## src/rtl/banked_regfile_pkg.sv

```systemverilog
package banked_regfile_pkg;

  typedef enum logic [2:0] {
    BK_USR = 3'd0,
    BK_FIQ = 3'd1,
    BK_IRQ = 3'd2,
    BK_SVC = 3'd3,
    BK_ABT = 3'd4,
    BK_UND = 3'd5
  } bank_e;

  localparam logic [4:0] MD_USR = 5'b10000;
  localparam logic [4:0] MD_FIQ = 5'b10001;
  localparam logic [4:0] MD_IRQ = 5'b10010;
  localparam logic [4:0] MD_SVC = 5'b10011;
  localparam logic [4:0] MD_ABT = 5'b10111;
  localparam logic [4:0] MD_UND = 5'b11011;
  localparam logic [4:0] MD_SYS = 5'b11111;

  // Physical layout: 0..14 user view, 15 program counter,
  // 16..20 FIQ copies of 8..12, then one 13/14 pair per exception bank.
  localparam int NUM_SLOTS    = 31;
  localparam int PC_SLOT      = 15;
  localparam int FIQ_LO_BASE  = 16;
  localparam int PAIR_BASE    = 21;
  localparam int NUM_EXC      = 5;

  function automatic bank_e mode_to_bank(input logic [4:0] m);
    case (m)
      MD_FIQ:  return BK_FIQ;
      MD_IRQ:  return BK_IRQ;
      MD_SVC:  return BK_SVC;
      MD_ABT:  return BK_ABT;
      MD_UND:  return BK_UND;
      default: return BK_USR;
    endcase
  endfunction

  function automatic logic mode_is_priv(input logic [4:0] m);
    case (m)
      MD_FIQ, MD_IRQ, MD_SVC, MD_ABT, MD_UND, MD_SYS: return 1'b1;
      default: return 1'b0;
    endcase
  endfunction

endpackage

```

## src/rtl/banked_regfile_map.sv

```systemverilog
module banked_regfile_map
  import banked_regfile_pkg::*;
#(
  parameter int IDX_W  = 4,
  parameter int SLOT_W = 5
) (
  input  bank_e             bank,
  input  logic [IDX_W-1:0]  idx,
  output logic [SLOT_W-1:0] slot
);
  localparam int LO_SHARED = 8;
  localparam int LO_BANKED_TOP = 12;
  localparam int SP_IDX = 13;

  always_comb begin
    slot = SLOT_W'(idx);
    if (idx == IDX_W'(PC_SLOT)) begin
      slot = SLOT_W'(PC_SLOT);
    end else if (int'(idx) < LO_SHARED) begin
      slot = SLOT_W'(idx);
    end else if (int'(idx) <= LO_BANKED_TOP) begin
      if (bank == BK_FIQ)
        slot = SLOT_W'(FIQ_LO_BASE + int'(idx) - LO_SHARED);
    end else begin
      if (bank != BK_USR)
        slot = SLOT_W'(PAIR_BASE + 2 * (int'(bank) - 1) + int'(idx) - SP_IDX);
    end
  end

endmodule

```

## src/rtl/banked_regfile_mem.sv

```systemverilog
module banked_regfile_mem #(
  parameter int DATA_W = 32,
  parameter int DEPTH  = 31,
  parameter int ADDR_W = $clog2(DEPTH)
) (
  input  logic              clk,
  input  logic              rst,
  input  logic              we,
  input  logic [ADDR_W-1:0] wa,
  input  logic [DATA_W-1:0] wd,
  input  logic [ADDR_W-1:0] ra,
  input  logic [ADDR_W-1:0] rb,
  output logic [DATA_W-1:0] qa,
  output logic [DATA_W-1:0] qb
);
  logic [DATA_W-1:0] mem [DEPTH];

  // Read-first: the registered read sees the contents before this edge's write.
  always_ff @(posedge clk) begin
    if (we) mem[wa] <= wd;
  end

  always_ff @(posedge clk) begin
    if (rst) begin
      qa <= '0;
      qb <= '0;
    end else begin
      qa <= mem[ra];
      qb <= mem[rb];
    end
  end


  new_value_next_chk: assert property (@(posedge clk) disable iff (rst)
    (we && ra == wa) ##1 (!we && ra == $past(ra)) |=> qa == $past(wd, 2));

endmodule

```

## src/rtl/banked_regfile_status.sv

```systemverilog
module banked_regfile_status #(
  parameter int DATA_W = 32,
  parameter int NUM    = 5,
  parameter int SEL_W  = $clog2(NUM)
) (
  input  logic              clk,
  input  logic              rst,
  input  logic              valid,
  input  logic [SEL_W-1:0]  sel,
  input  logic              we,
  input  logic [DATA_W-1:0] wd,
  output logic [DATA_W-1:0] q
);
  logic [NUM-1:0][DATA_W-1:0] regs;

  for (genvar g = 0; g < NUM; g++) begin : g_sr
    always_ff @(posedge clk) begin
      if (rst)
        regs[g] <= '0;
      else if (we && valid && sel == SEL_W'(g))
        regs[g] <= wd;
    end
  end

  always_ff @(posedge clk) begin
    if (rst)           q <= '0;
    else if (valid)    q <= regs[sel];
    else               q <= '0;
  end


  no_stray_sr_write_chk: assert property (@(posedge clk) disable iff (rst)
    !(we && valid) |=> $stable(regs));

endmodule

```

## src/rtl/banked_regfile.sv

```systemverilog
module banked_regfile
  import banked_regfile_pkg::*;
#(
  parameter int DATA_W = 32,
  parameter int IDX_W  = 4
) (
  input  logic              clk,
  input  logic              rst,
  input  logic [4:0]        mode,
  input  logic              user_bank,
  input  logic [IDX_W-1:0]  rd_a_idx,
  output logic [DATA_W-1:0] rd_a_data,
  input  logic [IDX_W-1:0]  rd_b_idx,
  output logic [DATA_W-1:0] rd_b_data,
  input  logic              wr_en,
  input  logic [IDX_W-1:0]  wr_idx,
  input  logic [DATA_W-1:0] wr_data,
  input  logic              sr_wr_en,
  input  logic [DATA_W-1:0] sr_wr_data,
  output logic [DATA_W-1:0] sr_rd_data
);
  localparam int SLOT_W = $clog2(NUM_SLOTS);
  localparam int SEL_W  = $clog2(NUM_EXC);
  localparam int PORTS  = 3;

  bank_e mode_bank, acc_bank;
  logic  priv;
  logic [IDX_W-1:0]  port_idx  [PORTS];
  logic [SLOT_W-1:0] port_slot [PORTS];
  logic [SEL_W-1:0]  sr_sel;
  logic              sr_valid;

  always_comb begin
    mode_bank = mode_to_bank(mode);
    priv      = mode_is_priv(mode);
    acc_bank  = (priv && user_bank) ? BK_USR : mode_bank;
    sr_valid  = (mode_bank != BK_USR);
    sr_sel    = sr_valid ? SEL_W'(int'(mode_bank) - 1) : '0;
  end

  assign port_idx[0] = rd_a_idx;
  assign port_idx[1] = rd_b_idx;
  assign port_idx[2] = wr_idx;

  for (genvar p = 0; p < PORTS; p++) begin : g_map
    banked_regfile_map #(.IDX_W(IDX_W), .SLOT_W(SLOT_W)) u_map (
      .bank (acc_bank),
      .idx  (port_idx[p]),
      .slot (port_slot[p])
    );
  end

  banked_regfile_mem #(.DATA_W(DATA_W), .DEPTH(NUM_SLOTS), .ADDR_W(SLOT_W)) u_mem (
    .clk (clk),
    .rst (rst),
    .we  (wr_en),
    .wa  (port_slot[2]),
    .wd  (wr_data),
    .ra  (port_slot[0]),
    .rb  (port_slot[1]),
    .qa  (rd_a_data),
    .qb  (rd_b_data)
  );

  banked_regfile_status #(.DATA_W(DATA_W), .NUM(NUM_EXC), .SEL_W(SEL_W)) u_sr (
    .clk   (clk),
    .rst   (rst),
    .valid (sr_valid),
    .sel   (sr_sel),
    .we    (sr_wr_en),
    .wd    (sr_wr_data),
    .q     (sr_rd_data)
  );


  pc_single_chk: assert property (@(posedge clk) disable iff (rst)
    rd_a_idx == IDX_W'(15) |-> port_slot[0] == SLOT_W'(PC_SLOT));


  low_shared_chk: assert property (@(posedge clk) disable iff (rst)
    rd_a_idx < IDX_W'(8) |-> port_slot[0] == SLOT_W'(rd_a_idx));


  mid_user_chk: assert property (@(posedge clk) disable iff (rst)
    (mode != MD_FIQ && wr_idx >= IDX_W'(8) && wr_idx <= IDX_W'(12))
      |-> port_slot[2] == SLOT_W'(wr_idx));


  pair_private_chk: assert property (@(posedge clk) disable iff (rst)
    (mode == MD_IRQ && !user_bank && rd_b_idx == IDX_W'(13))
      |-> port_slot[1] != SLOT_W'(13));

endmodule

```

## config.mk

```make
export PLATFORM = sky130hd
export DESIGN_NAME = banked_regfile
export DESIGN_NICKNAME = d
export VERILOG_FILES = /design/src/rtl/banked_regfile_pkg.sv /design/src/rtl/banked_regfile_map.sv /design/src/rtl/banked_regfile_mem.sv /design/src/rtl/banked_regfile_status.sv /design/src/rtl/banked_regfile.sv
export SDC_FILE = /design/constraint.sdc
export NUM_CORES = 2
export LEC_CHECK = 0
export BUFFER_PORTS_ARGS = -buffer_cell sky130_fd_sc_hd__buf_2
export CORE_MARGIN = 1
export CORE_UTILIZATION = 65
export CTS_BUF_LIST = sky130_fd_sc_hd__clkbuf_2
export DETAILED_ROUTE_END_ITERATION = 7
export GPL_TIMING_DRIVEN = 0
export PLACE_DENSITY = 0.8
export SKIP_CTS_REPAIR_TIMING = 1
export SLEW_MARGIN = 25
export SYNTH_ARGS = -nofsm -noshare
export SYNTH_HDL_FRONTEND = slang
export SYNTH_HIERARCHICAL = 1
export SYNTH_SLANG_ARGS = --single-unit
```

## constraint.sdc

```tcl
create_clock -name clk -period 7.6 [get_ports clk]
set_input_delay 0.76 -clock clk [delete_from_list [all_inputs] [get_ports clk]]
set_output_delay 0.76 -clock clk [all_outputs]
set_load 0.005 [all_outputs]
```

==> qor.log <==
qor: hold_path.worst_hold_startpoint sr_wr_data[30]
qor: sta.period_minus_slack 6.52 ns
qor: placed_design.final_weighted_congestion_in_routability_driven_placement 0.972
qor: routing.antenna_left 0
qor: sta.finalHoldViolations 0
qor: run_status.violated_checks design-rule violations
qor: routing.detailed_router_iteration_count_before_antenna_repair 8
qor: power.leakagePower 23.2 nW
qor: final_layout.syn_to_final_growth 12.9%
qor: setup_path.cp.buffers_inverters 8
qor: logic_synthesis.syn_area 0.0571 mm2
qor: run_status.status finished with violations
qor: floorplan.dieWidth 298 um
qor: hold_path.hp_class primary input to flip-flop
qor: logic_synthesis.number_of_register_bits_inferred_by_synthesis 1,248
qor: global_routing.grt_remaining_overflow 0
qor: placed_design.place_worst_setup_slack 0.343 ns
qor: sta.finalSetupViolCount 0
qor: logic_synthesis.synthesis.instances 3,408
qor: hold_path.worst_hold_path.endpoint u_sr/regs[158]
qor: setup_path.regToRegSetupSlack 5.18 ns
qor: sta.timing.fmax 153 MHz
qor: logic_synthesis.yosysSeqAreaShare 0.611
qor: final_layout.layout_common_cells sky130_fd_sc_hd__edfxtp_1, sky130_fd_sc_hd__clkbuf_2, sky130_fd_sc_hd__mux4_2, sky130_fd_sc_hd__mux2i_1, sky130_fd_sc_hd__buf_2
qor: setup_path.cp_cell_sequence dlygate4sd3_1 > buf_2 > nand2b_1 > nor4b_2 > inv_1 > ha_1 > inv_1 > ha_1 > ha_1 > inv_1 > fa_1 > nor3b_1 > o21ai_1 > buf_2 > clkbuf_1 > clkbuf_1 > o21ai_0 > a31oi_1
qor: setup_path.worst_path_dominant_cell_family buffers and inverters
qor: setup_path.critical-path-max-stage-delay 0.81 ns
qor: clock_tree.tritoncts_clock_tree built
qor: routing.post_drt_wl_per_cell 35.2 um
qor: setup_path.cp_startpoint_kind primary input
qor: job.drv_cap 0
qor: sta.timing.max_slew.rel_slack 0.151
qor: clock_tree.cts_inserted_buffers 324
qor: floorplan.floorplan.core_area 0.0869 mm2
qor: final_layout.utilization 0.743
qor: setup_path.worst_setup_path_end_kind flip-flop
qor: logic_synthesis.post_synth.cell_area_avg 16.8 um2
qor: floorplan.die_height 298 um
qor: power.power_density 211 mW/mm2
qor: setup_path.critical_path.max_fanout 10
qor: power.vdd_ir_drop_max 0.164 mV
qor: placed_design.place.detailed.instances 4,790
qor: sta.layout_setup_ws 1.08 ns
qor: sta.clock-skew-final 0.171 ns
qor: floorplan.effective_utilization_at_floorplan 0.658
qor: routing.detailed_route_iter0_violations 6,582
qor: sta.finalCritPeriodShare 0.858
qor: global_routing.grt_max_degree 32
qor: routing.drt_drc_violations_left 2
qor: setup_path.worstRegToRegCells 4
qor: logic_synthesis.mappedNetlistNets 3,521
qor: floorplan.floorplan.rows 108
qor: clock_tree.path_clk_slew 0.11 ns
qor: logic_synthesis.synth-async-reset-ratio 0
qor: clock_tree.tritoncts_num_sinks 1,248
qor: logic_synthesis.ys_dominant_reg_cell sky130_fd_sc_hd__edfxtp_1
qor: logic_synthesis.yosysWarningCount 6
qor: clock_tree.h-tree-depth 5
qor: setup_path.regToRegEndpoint u_mem/qb[14]
qor: setup_path.worst-endpoint-arrival 7.96 ns
qor: floorplan.num_io_pins 182
qor: logic_synthesis.synth.lib_cells_used.distinct 64
qor: final_layout.layout_commonest_cell sky130_fd_sc_hd__edfxtp_1
qor: global_routing.grt_pass1_vias 39.9k
qor: setup_path.critical_path.reg2reg.startpoint u_mem/mem[11][14]
qor: setup_path.critPathKind primary input to flip-flop
qor: final_layout.drive_above_1_share 0.332
qor: global_routing.grt.total_usage 0.431
qor: routing.viasPerCell 7.27
qor: floorplan.design.die.area 0.0891 mm2
qor: clock_tree.clk-insertion-delay-late 1.64 ns
qor: final_layout.design.final.nets 4,153
qor: power.total_power_consumption_of_the_routed_design 0.0136 W
qor: logic_synthesis.edff_count_synth 992
qor: sta.setup_total_negative_slack 0 ns
qor: setup_path.cp_data_required_time 9.04 ns
qor: sta.slew_worst_pin 1.27 ns
qor: placed_design.dp_hpwl 132 mm
qor: sta.timing_max_transition_violations_final 0
qor: clock_tree.cts.root.buffer_cell sky130_fd_sc_hd__clkbuf_2
qor: placed_design.total_of_buffers_placed_on_input_and_output_ports 179
qor: setup_path.timing.critical_path.slowest_stage_cell sky130_fd_sc_hd__clkbuf_1
qor: final_layout.finalNonFillerCells 5,428
qor: global_routing.grt_antenna_before_repair 9
qor: routing.route.final.wire_length 191 mm
qor: sta.grt_setup_unrepaired false
qor: routing.via_count 39.5k
qor: hold_path.number_of_instances_on_the_worst_hold_path 4
qor: global_routing.wire_length_of_the_first_global_routing_pass 268 mm
qor: clock_tree.ctsLongestPathBuffers 4
-- cell families after synthesis --
logic type / synth area share
flip-flops: 0.611
XOR/XNOR: 0.00169
adder cells (fa/ha/maj): 0.00631
AO/OA/AOI/OAI: 0.0673
multiplexers: 0.229
buffers and inverters: 0.0307
AND/OR/NAND/NOR: 0.0538
-- power breakdown --
group          internal (W)  switching, W
Clock               0.00177       0.00267
Sequential          0.00748     0.0000495
Combinational      0.000605       0.00107
-- through the flow --
| stage | hold WS, ns | cell area [um2] |
|---|---|---|
| 2_1_floorplan | 0.427 | 57100 |
| 3_3_place_gp | 0.435 | 59500 |
| 3_5_place_dp | 0.439 | 60900 |
| 4_1_cts | -0.586 | 63700 |
| 5_1_grt | 0.0731 | 64500 |
| 6_report | 0.0977 | 64500 |
-- worst max-delay path by stage --
stage          startpoint          endpoint  slack [ns]  cells after the start
6_report          mode[4]      u_mem/qa[29]        1.08                     18
5_1_grt           mode[4]      u_mem/qa[31]        1.23                     18
4_1_cts         user_bank      u_mem/qa[29]        2.06                     17
3_5_place_dp    user_bank      u_mem/qa[29]        0.34                     17
3_3_place_gp    user_bank  u_mem/mem[9][20]       -0.85                     14
2_1_floorplan     mode[3]  u_mem/mem[10][0]        1.78                     14
-- per-layer routing --
layer	part of all wire	wire, um	up-vias	GRT usage
met4	0.088	16800	6	0.314
met3	0.16	30300	1085	0.177
met1	0.30	56900	19300	0.490
met5	0.00017	33	-	0
li1	-	-	15300	-
met2	0.46	86900	3832	0.659
-- cells in the mapped netlist (26+ instances only) --
library cell	instances	area [um2]
sky130_fd_sc_hd__o21ai_0	56	280
sky130_fd_sc_hd__o221ai_1	46	403
sky130_fd_sc_hd__nand2b_1	217	1360
sky130_fd_sc_hd__buf_6	42	473
sky130_fd_sc_hd__a21oi_1	40	200
sky130_fd_sc_hd__buf_4	31	233
sky130_fd_sc_hd__dfxtp_1	256	5120
sky130_fd_sc_hd__mux2_2	26	293
sky130_fd_sc_hd__clkbuf_1	97	364
sky130_fd_sc_hd__edfxtp_1	992	29800
sky130_fd_sc_hd__o32ai_1	37	324
sky130_fd_sc_hd__nand2_1	73	274
sky130_fd_sc_hd__o22ai_2	30	375
sky130_fd_sc_hd__buf_2	78	390
sky130_fd_sc_hd__mux4_2	399	8990
sky130_fd_sc_hd__a22o_1	79	692
sky130_fd_sc_hd__mux2i_1	381	3810
sky130_fd_sc_hd__a211oi_1	59	443
sky130_fd_sc_hd__a21o_1	34	255
sky130_fd_sc_hd__nor2_1	85	319
sky130_fd_sc_hd__nor2b_1	68	425
-- sequential cells by signal (all words and copies together), names as in the netlist --
name / count
u_mem/mem: 992
u_sr/regs: 160
u_mem/qa: 32
u_mem/qb: 32
u_sr/q: 32
-- tightest hold or removal path, cell delays in order --
cell	delay [ns]
sky130_fd_sc_hd__dlygate4sd3_1	0.52
sky130_fd_sc_hd__buf_2	0.11
sky130_fd_sc_hd__nand2b_1	0.12
sky130_fd_sc_hd__mux2i_1	0.14
-- area by class of cell --
cell class	instances	area, um2
fillers	5207	22400
flip-flops and latches	1248	34900
well taps	1155	1450
repair buffers	306	2880
clock inverters	77	415
inverters	19	71.3
multi-input cells	1873	20700
diodes	14	35.0
clock buffers	468	2340
plain buffers	268	1690
(Power assumes the default switching activity.)
